`src/rtl/iobar_pkg.sv`:
```
package iobar_pkg;

  typedef enum logic [1:0] {
    PM_D0 = 2'b00,
    PM_D1 = 2'b01,
    PM_D2 = 2'b10,
    PM_D3 = 2'b11
  } pm_state_e;

  typedef enum logic [1:0] {
    SZ_BYTE  = 2'b00,
    SZ_WORD  = 2'b01,
    SZ_DWORD = 2'b10,
    SZ_RSVD  = 2'b11
  } io_size_e;

  // Byte count for a size code; zero marks the reserved code.
  function automatic logic [3:0] size_bytes(input logic [1:0] code);
    case (code)
      SZ_BYTE:  size_bytes = 4'd1;
      SZ_WORD:  size_bytes = 4'd2;
      SZ_DWORD: size_bytes = 4'd4;
      default:  size_bytes = 4'd0;
    endcase
  endfunction

endpackage

```
`src/rtl/iobar_base_reg.sv`:
```
module iobar_base_reg #(
  parameter int FIELD_W = 10
) (
  input  logic               clk,
  input  logic               rst,
  input  logic [FIELD_W-1:0] bit_we,
  input  logic [FIELD_W-1:0] wr_field,
  output logic [FIELD_W-1:0] base_o
);

  logic [FIELD_W-1:0] base_q;

  for (genvar i = 0; i < FIELD_W; i++) begin : g_bit
    always_ff @(posedge clk) begin
      if (rst)            base_q[i] <= 1'b0;
      else if (bit_we[i]) base_q[i] <= wr_field[i];
    end
  end

  assign base_o = base_q;

  // with no bit selected for write, the base holds
  p_base_hold_r2: assert property (@(posedge clk) disable iff (rst)
    (bit_we == '0) |=> $stable(base_q));

endmodule

```
`src/rtl/iobar_svid_reg.sv`:
```
module iobar_svid_reg #(
  parameter int ID_W = 16
) (
  input  logic            clk,
  input  logic            rst,
  input  logic            wr_sel,
  input  logic [ID_W/8-1:0] wr_be,
  input  logic [ID_W-1:0] wr_data,
  output logic [ID_W-1:0] id_o
);

  localparam int LANES = ID_W / 8;

  logic [ID_W-1:0] id_q;
  logic            locked_q;
  logic            wr_hit;

  assign wr_hit = wr_sel && (wr_be != '0) && !locked_q;

  for (genvar l = 0; l < LANES; l++) begin : g_lane
    always_ff @(posedge clk) begin
      if (rst)                    id_q[l*8 +: 8] <= 8'h00;
      else if (wr_hit && wr_be[l]) id_q[l*8 +: 8] <= wr_data[l*8 +: 8];
    end
  end

  always_ff @(posedge clk) begin
    if (rst)         locked_q <= 1'b0;
    else if (wr_hit) locked_q <= 1'b1;
  end

  assign id_o = id_q;

  // a write with any lower lane enabled leaves the register locked
  p_lock_set_r4: assert property (@(posedge clk) disable iff (rst)
    (wr_sel && (wr_be != '0)) |=> locked_q);

  // once locked, the value and the lock stay put until reset
  p_lock_hold_r5: assert property (@(posedge clk) disable iff (rst)
    locked_q |=> (locked_q && $stable(id_q)));

endmodule

```
`src/rtl/iobar_claim.sv`:
```
module iobar_claim
  import iobar_pkg::*;
#(
  parameter int ADDR_W   = 16,
  parameter int BASE_LSB = 6,
  parameter int WIN_LOG2 = 3
) (
  input  logic                       clk,
  input  logic                       rst,
  input  logic                       io_valid_i,
  input  logic [ADDR_W-1:0]          io_addr_i,
  input  logic [1:0]                 io_size_i,
  input  logic [1:0]                 pm_i,
  input  logic                       io_en_i,
  input  logic                       dev_en_i,
  input  logic [ADDR_W-BASE_LSB-1:0] base_i,
  output logic                       claim_o
);

  localparam int SUM_W     = WIN_LOG2 + 4;
  localparam int WIN_BYTES = 1 << WIN_LOG2;

  logic             base_hit;
  logic             gap_zero;
  logic             power_ok;
  logic [3:0]       nbytes;
  logic [SUM_W-1:0] end_off;
  logic             fits;

  assign base_hit = (io_addr_i[ADDR_W-1:BASE_LSB] == base_i);

  if (BASE_LSB > WIN_LOG2) begin : g_gap
    assign gap_zero = (io_addr_i[BASE_LSB-1:WIN_LOG2] == '0);
  end else begin : g_nogap
    assign gap_zero = 1'b1;
  end

  assign power_ok = (pm_state_e'(pm_i) == PM_D0) && io_en_i && dev_en_i;
  assign nbytes   = size_bytes(io_size_i);
  assign end_off  = SUM_W'(io_addr_i[WIN_LOG2-1:0]) + SUM_W'(nbytes);
  assign fits     = (nbytes != 4'd0) && (end_off <= SUM_W'(WIN_BYTES));
  assign claim_o  = io_valid_i && power_ok && base_hit && gap_zero && fits;

  // no claim outside D0 or without both enables
  p_gate_r6: assert property (@(posedge clk) disable iff (rst)
    !((pm_i == 2'b00) && io_en_i && dev_en_i) |-> !claim_o);

  // a claim always falls on the programmed base with clear gap bits
  p_window_r7: assert property (@(posedge clk) disable iff (rst)
    claim_o |-> ((io_addr_i[ADDR_W-1:BASE_LSB] == base_i) &&
                 (io_addr_i[BASE_LSB-1:WIN_LOG2] == '0)));

  // the reserved size code is never claimed
  p_size_r8: assert property (@(posedge clk) disable iff (rst)
    claim_o |-> (io_size_i != 2'b11));

  // nothing is claimed without a valid cycle
  p_valid_r11: assert property (@(posedge clk) disable iff (rst)
    !io_valid_i |-> !claim_o);

endmodule

```
`src/rtl/iobar_decoder.sv`:
```
module iobar_decoder #(
  parameter int CFG_AW    = 6,
  parameter int BAR_WORD  = 8,
  parameter int SVID_WORD = 11,
  parameter int ADDR_W    = 16,
  parameter int BASE_LSB  = 6,
  parameter int WIN_LOG2  = 3,
  parameter int ID_W      = 16
) (
  input  logic              clk,
  input  logic              rst,
  input  logic              cfg_we,
  input  logic              cfg_rd,
  input  logic [CFG_AW-1:0] cfg_addr,
  input  logic [3:0]        cfg_be,
  input  logic [31:0]       cfg_wdata,
  output logic [31:0]       cfg_rdata,
  input  logic              io_valid,
  input  logic [ADDR_W-1:0] io_addr,
  input  logic [1:0]        io_size,
  input  logic [1:0]        pm_state,
  input  logic              io_enable,
  input  logic              dev_enable,
  output logic              io_claim
);

  localparam int FIELD_W  = ADDR_W - BASE_LSB;
  localparam int ID_LANES = ID_W / 8;

  logic               sel_bar;
  logic               sel_svid;
  logic [FIELD_W-1:0] bit_we;
  logic [FIELD_W-1:0] base;
  logic [ID_W-1:0]    svid;
  logic [31:0]        bar_word;
  logic [31:0]        svid_word;
  logic               unused_cfg;

  assign sel_bar  = (cfg_addr == CFG_AW'(BAR_WORD));
  assign sel_svid = (cfg_addr == CFG_AW'(SVID_WORD));

  // Per-bit write enables of the base field, taken from its byte lane
  for (genvar i = 0; i < FIELD_W; i++) begin : g_bwe
    assign bit_we[i] = cfg_we && sel_bar && cfg_be[(i + BASE_LSB) / 8];
  end

  iobar_base_reg #(.FIELD_W(FIELD_W)) u_base (
    .clk      (clk),
    .rst      (rst),
    .bit_we   (bit_we),
    .wr_field (cfg_wdata[ADDR_W-1:BASE_LSB]),
    .base_o   (base)
  );

  iobar_svid_reg #(.ID_W(ID_W)) u_svid (
    .clk     (clk),
    .rst     (rst),
    .wr_sel  (cfg_we && sel_svid),
    .wr_be   (cfg_be[ID_LANES-1:0]),
    .wr_data (cfg_wdata[ID_W-1:0]),
    .id_o    (svid)
  );

  iobar_claim #(
    .ADDR_W   (ADDR_W),
    .BASE_LSB (BASE_LSB),
    .WIN_LOG2 (WIN_LOG2)
  ) u_claim (
    .clk        (clk),
    .rst        (rst),
    .io_valid_i (io_valid),
    .io_addr_i  (io_addr),
    .io_size_i  (io_size),
    .pm_i       (pm_state),
    .io_en_i    (io_enable),
    .dev_en_i   (dev_enable),
    .base_i     (base),
    .claim_o    (io_claim)
  );

  // Read-back words: fixed type bits around the writable base field
  always_comb begin
    bar_word                    = '0;
    bar_word[ADDR_W-1:BASE_LSB] = base;
    bar_word[0]                 = 1'b1;
    svid_word                   = '0;
    svid_word[ID_W-1:0]         = svid;
  end

  always_ff @(posedge clk) begin
    if (rst)                  cfg_rdata <= '0;
    else if (cfg_rd && sel_bar)  cfg_rdata <= bar_word;
    else if (cfg_rd && sel_svid) cfg_rdata <= svid_word;
    else                         cfg_rdata <= '0;
  end

  assign unused_cfg = ^{cfg_wdata[31:ADDR_W], cfg_wdata[BASE_LSB-1:ID_W-ID_W],
                        cfg_be[3:ID_LANES]};

  // fixed bits of the base register read back correctly
  p_bar_fixed_r3: assert property (@(posedge clk) disable iff (rst)
    (cfg_rd && sel_bar) |=> ((cfg_rdata[31:16] == 16'h0) &&
                             (cfg_rdata[5:0] == 6'b000001)));

  // read data is zero in a cycle not following a read strobe
  p_rdata_idle_r10: assert property (@(posedge clk) disable iff (rst)
    !cfg_rd |=> (cfg_rdata == 32'h0));

endmodule

```
`config.mk`:
```
export PLATFORM = sky130hd
export DESIGN_NAME = iobar_decoder
export DESIGN_NICKNAME = d
export VERILOG_FILES = /design/src/rtl/iobar_pkg.sv /design/src/rtl/iobar_base_reg.sv /design/src/rtl/iobar_svid_reg.sv /design/src/rtl/iobar_claim.sv /design/src/rtl/iobar_decoder.sv
export SDC_FILE = /design/constraint.sdc
export NUM_CORES = 1
export LEC_CHECK = 0
export CORE_MARGIN = 2
export CORE_UTILIZATION = 35
export DETAILED_ROUTE_END_ITERATION = 8
export HOLD_SLACK_MARGIN = 0.1
export PLACE_DENSITY = 0.74
export SLEW_MARGIN = 10
export SYNTH_ARGS = -nofsm -noshare
export SYNTH_HDL_FRONTEND = slang
export SYNTH_SLANG_ARGS = --single-unit
```
`constraint.sdc`:
```
create_clock -name clk -period 2 [get_ports clk]
set_input_delay 0.5 -clock clk [delete_from_list [all_inputs] [get_ports clk]]
set_output_delay 0.5 -clock clk [all_outputs]
set_load 0.01 [all_outputs]
```
==> results of run 1 <==
registers in the layout, indices dropped and copies added (netlist names):
| signal | flops |
|---|---|
| cfg_rdata | 16 |
| u_svid.id_o | 16 |
| u_svid.locked_q | 1 |
| u_base.base_o | 10 |
logic make-up after synthesis:
group	share of synthesized area
xor+xnor	0.0513
buf+inv	0.0887
simple gates	0.165
flops	0.459
other cells	0.00200
fa+ha+maj	0.0307
compound gates	0.0647
mux	0.139
metrics by stage:
step / setup WS (ps) / area [um^2] / power [mW] / hold slack, ps / utilization
2_1_floorplan: -77.7 / 1950 / 0.963 / 426 / -
3_3_place_gp: -1050 / 2720 / 1.06 / 434 / 0.529
3_5_place_dp: -1130 / 2720 / 1.07 / 441 / 0.529
4_1_cts: -379 / 2900 / 1.60 / 459 / 0.564
5_1_grt: -352 / 2940 / 1.66 / 474 / 0.573
6_report: -273 / 2940 / 1.59 / 452 / 0.573
final cells by class:
cell class                 count  area share
timing repair buffer          90       0.302
tap                           70      0.0297
multi-input combinational    128       0.340
clock inverter                 2     0.00425
inverter                       6     0.00765
sequential                    43       0.292
clock buffer                   6      0.0246
worst reg2reg max path, delay by kind of cell (launching register included):
family	cells	cell delay, ps
buf+inv	1	180
simple gates	2	400
flops	1	370
mux	1	200
how the worst min path moves through the flow:
stage | from | endpoint | cells after the start
detailed placement | u_svid.id_o[5] | cfg_rdata[5] | 1
CTS | u_svid.id_o[1] | cfg_rdata[1] | 1
global placement | u_svid.id_o[0] | cfg_rdata[0] | 1
global route | u_svid.id_o[5] | cfg_rdata[5] | 1
finish | u_svid.id_o[1] | cfg_rdata[1] | 1
floorplan | u_svid.id_o[0] | cfg_rdata[0] | 1
layer usage:
layer	vias up	part of all wire
met5	-	0
met2	52	0.50
li1	777	-
met4	0	0.0088
met3	4	0.060
met1	722	0.43
report_power, final:
group / switching [mW] / total [mW] / internal, mW
clock: 0.283 / 0.527 / 0.244
sequential: 0.000930 / 0.857 / 0.857
combinational: 0.0858 / 0.208 / 0.123
total: 0.370 / 1.59 / 1.22
synthesized netlist by cell type (all sizes together) (3+ instances only):
cell | instances | area (um^2)
dfxtp | 43 | 861
nor2 | 30 | 113
mux2i | 26 | 260
buf | 17 | 125
a22o | 10 | 87.6
inv | 6 | 22.5
xor2 | 6 | 52.6
and2 | 5 | 31.3
clkbuf | 5 | 18.8
nor4 | 5 | 61.3
xnor2 | 5 | 43.8
nand4 | 4 | 25.0
ha | 3 | 37.5
timing repair:
item                                    in CTS  in global routing
cloned                                       2                  0
resized for setup                           40                 14
pin swaps                                   13                 11
endpoints found under the setup margin      28                 12
setup buffers                                4                  0
endpoints found under the hold margin        0                  0
==> results.md, run 1 <==
* Inserted Clock Buffers at 5
* Clock Latency Late Sink at 290 ps
* Core area at 5140 um^2
* Syn Area/Cell at 10.2 um^2
* Hold Path Class: flop to flop
* Critical Path RT at 1500 ps
* YS warnings at 0
* Worst setup SP type: input pin
* Chip Width at 77.2 um
* Total grt overflow at 0
* Gate Count Post-Synth at 184
* Setup-failing EPs final at 1
* First-pass GRT wire length at 7.29 mm
* Number of synthesized flops with an enable pin at 0
* Critical path endpoint: io_claim
* Final nets at 347
* Setup ws final at -273 ps
* Clk_skew at 8.40 ps
* Vias at 1555
* Vias per std cell at 4.51
* # rows at 26
* H-tree depth at 2
* Wire per inst at 13.2 um
* Unrepaired setup endpoints after global routing: true
* CTS tree: yes
* Maxcap violations at 0
* Residual DRC at 0
* CP top delay family: buffers and inverters
* Slowest CP cell: ha_4
* Max Fanout on Critical Path at 3
* Hpwl dp at 3.25 mm
* DRT iter0 DRCs at 60
* Leakage at 1.25 nW
* Final worst path period need at 2270 ps
* Vias in the first global route at 1515
* Primary FF master, synth: dfxtp_1
* Worst Path Buf+Inv at 3
* Ys async rst share at 0
* Critical Path AT at 1770 ps
* Fmax at 440 MHz
* Layout cells sized above 1 at 0.185
* Fin. Hold Viols at 0
* Synthesized area at 1880 um^2
* Critical path depth at 8
* # IOs at 102
* FF-to-FF path depth at 4
* Detail Route Antenna Nets at 0
* Max IR drop VDD at 313 uV
* Fin cells at 345
* Buffers on Ports at 67
* Die ar. at 5960 um^2
* Sequential fraction of the synthesis area at 0.459
* Largest net degree at the start of global routing at 28
* Yosys reg bits at 43
* Cts hold-fix bufs at 0
* M3 GR Usage at 0.0459
* Router iterations before antenna repair at 4
* Area Overhead vs Synth at 56.9%
* CTS clk-pin slew, worst paths at 80 ps
* GPL Wtd Cong at 0.723
* Crit path launch: io_size[0]
* Initial antenna violation count at 0
* Setup CP Type: input pin to output pin
* R2r setup slk at 730 ps
* Endpoint of the worst-slack reg-to-reg timing path: u_svid.id_o[13]
* Max clock buf depth at 2
* Routed WL at 4.56 mm
* Setup_tns at -273 ps
* Placed Cells at 331
* Starting Density at 0.365
* Slew Limit Fails at 0
* Commonest non-fill, non-tap cells in the layout: 51 x clkdlybuf4s50_1, 43 x dfxtp_1, 29 x nor2_1, 26 x mux2i_1, 16 x conb_1
* CTS Sinks at 43
* Antenna cell count at 0
* GR Util All Layers at 0.154
* CP Capture Type: output pin
* GR Util met2 at 0.255
* Post-synth cell types at 30
* Met1 Usage GRT at 0.196
* Outcome: finished, violations left
* Grt peak-use layer: met2
* Multi-input gate area at 1000 um^2
* PD cells at 541 nW/um^2
* Reg2Reg Launch Point: u_svid.locked_q
* Clock root cell: clkbuf_8
* Failing checks: setup timing
* Slowest cell delay on critical path at 270 ps
* Cell Chain, Critical Path: buf_8, buf_4, nor2b_1, ha_4, xor2_2, a32oi_2, nor3_2, buf_2
* Die Y at 77.2 um
* Commonest non-fill, non-tap cell in the layout: clkdlybuf4s50_1
* # fillers at 494
* Period utilization at 1.14
* Register area at 861 um^2
Note: power is estimated with default switching activity, not from simulation.
==> run 2, diff against run 1 <==
--- a/config.mk
+++ b/config.mk
@@ -5,11 +5,13 @@
 export SDC_FILE = /design/constraint.sdc
 export NUM_CORES = 1
 export LEC_CHECK = 0
+export ABC_CLOCK_PERIOD_IN_PS = 2000
 export CORE_MARGIN = 2
 export CORE_UTILIZATION = 35
 export DETAILED_ROUTE_END_ITERATION = 8
 export HOLD_SLACK_MARGIN = 0.1
 export PLACE_DENSITY = 0.74
+export SKIP_LAST_GASP = 1
 export SLEW_MARGIN = 10
 export SYNTH_ARGS = -nofsm -noshare
 export SYNTH_HDL_FRONTEND = slang
==> results of run 2 <==
The final DEF is identical to that of run 1; final timing and power are the same.
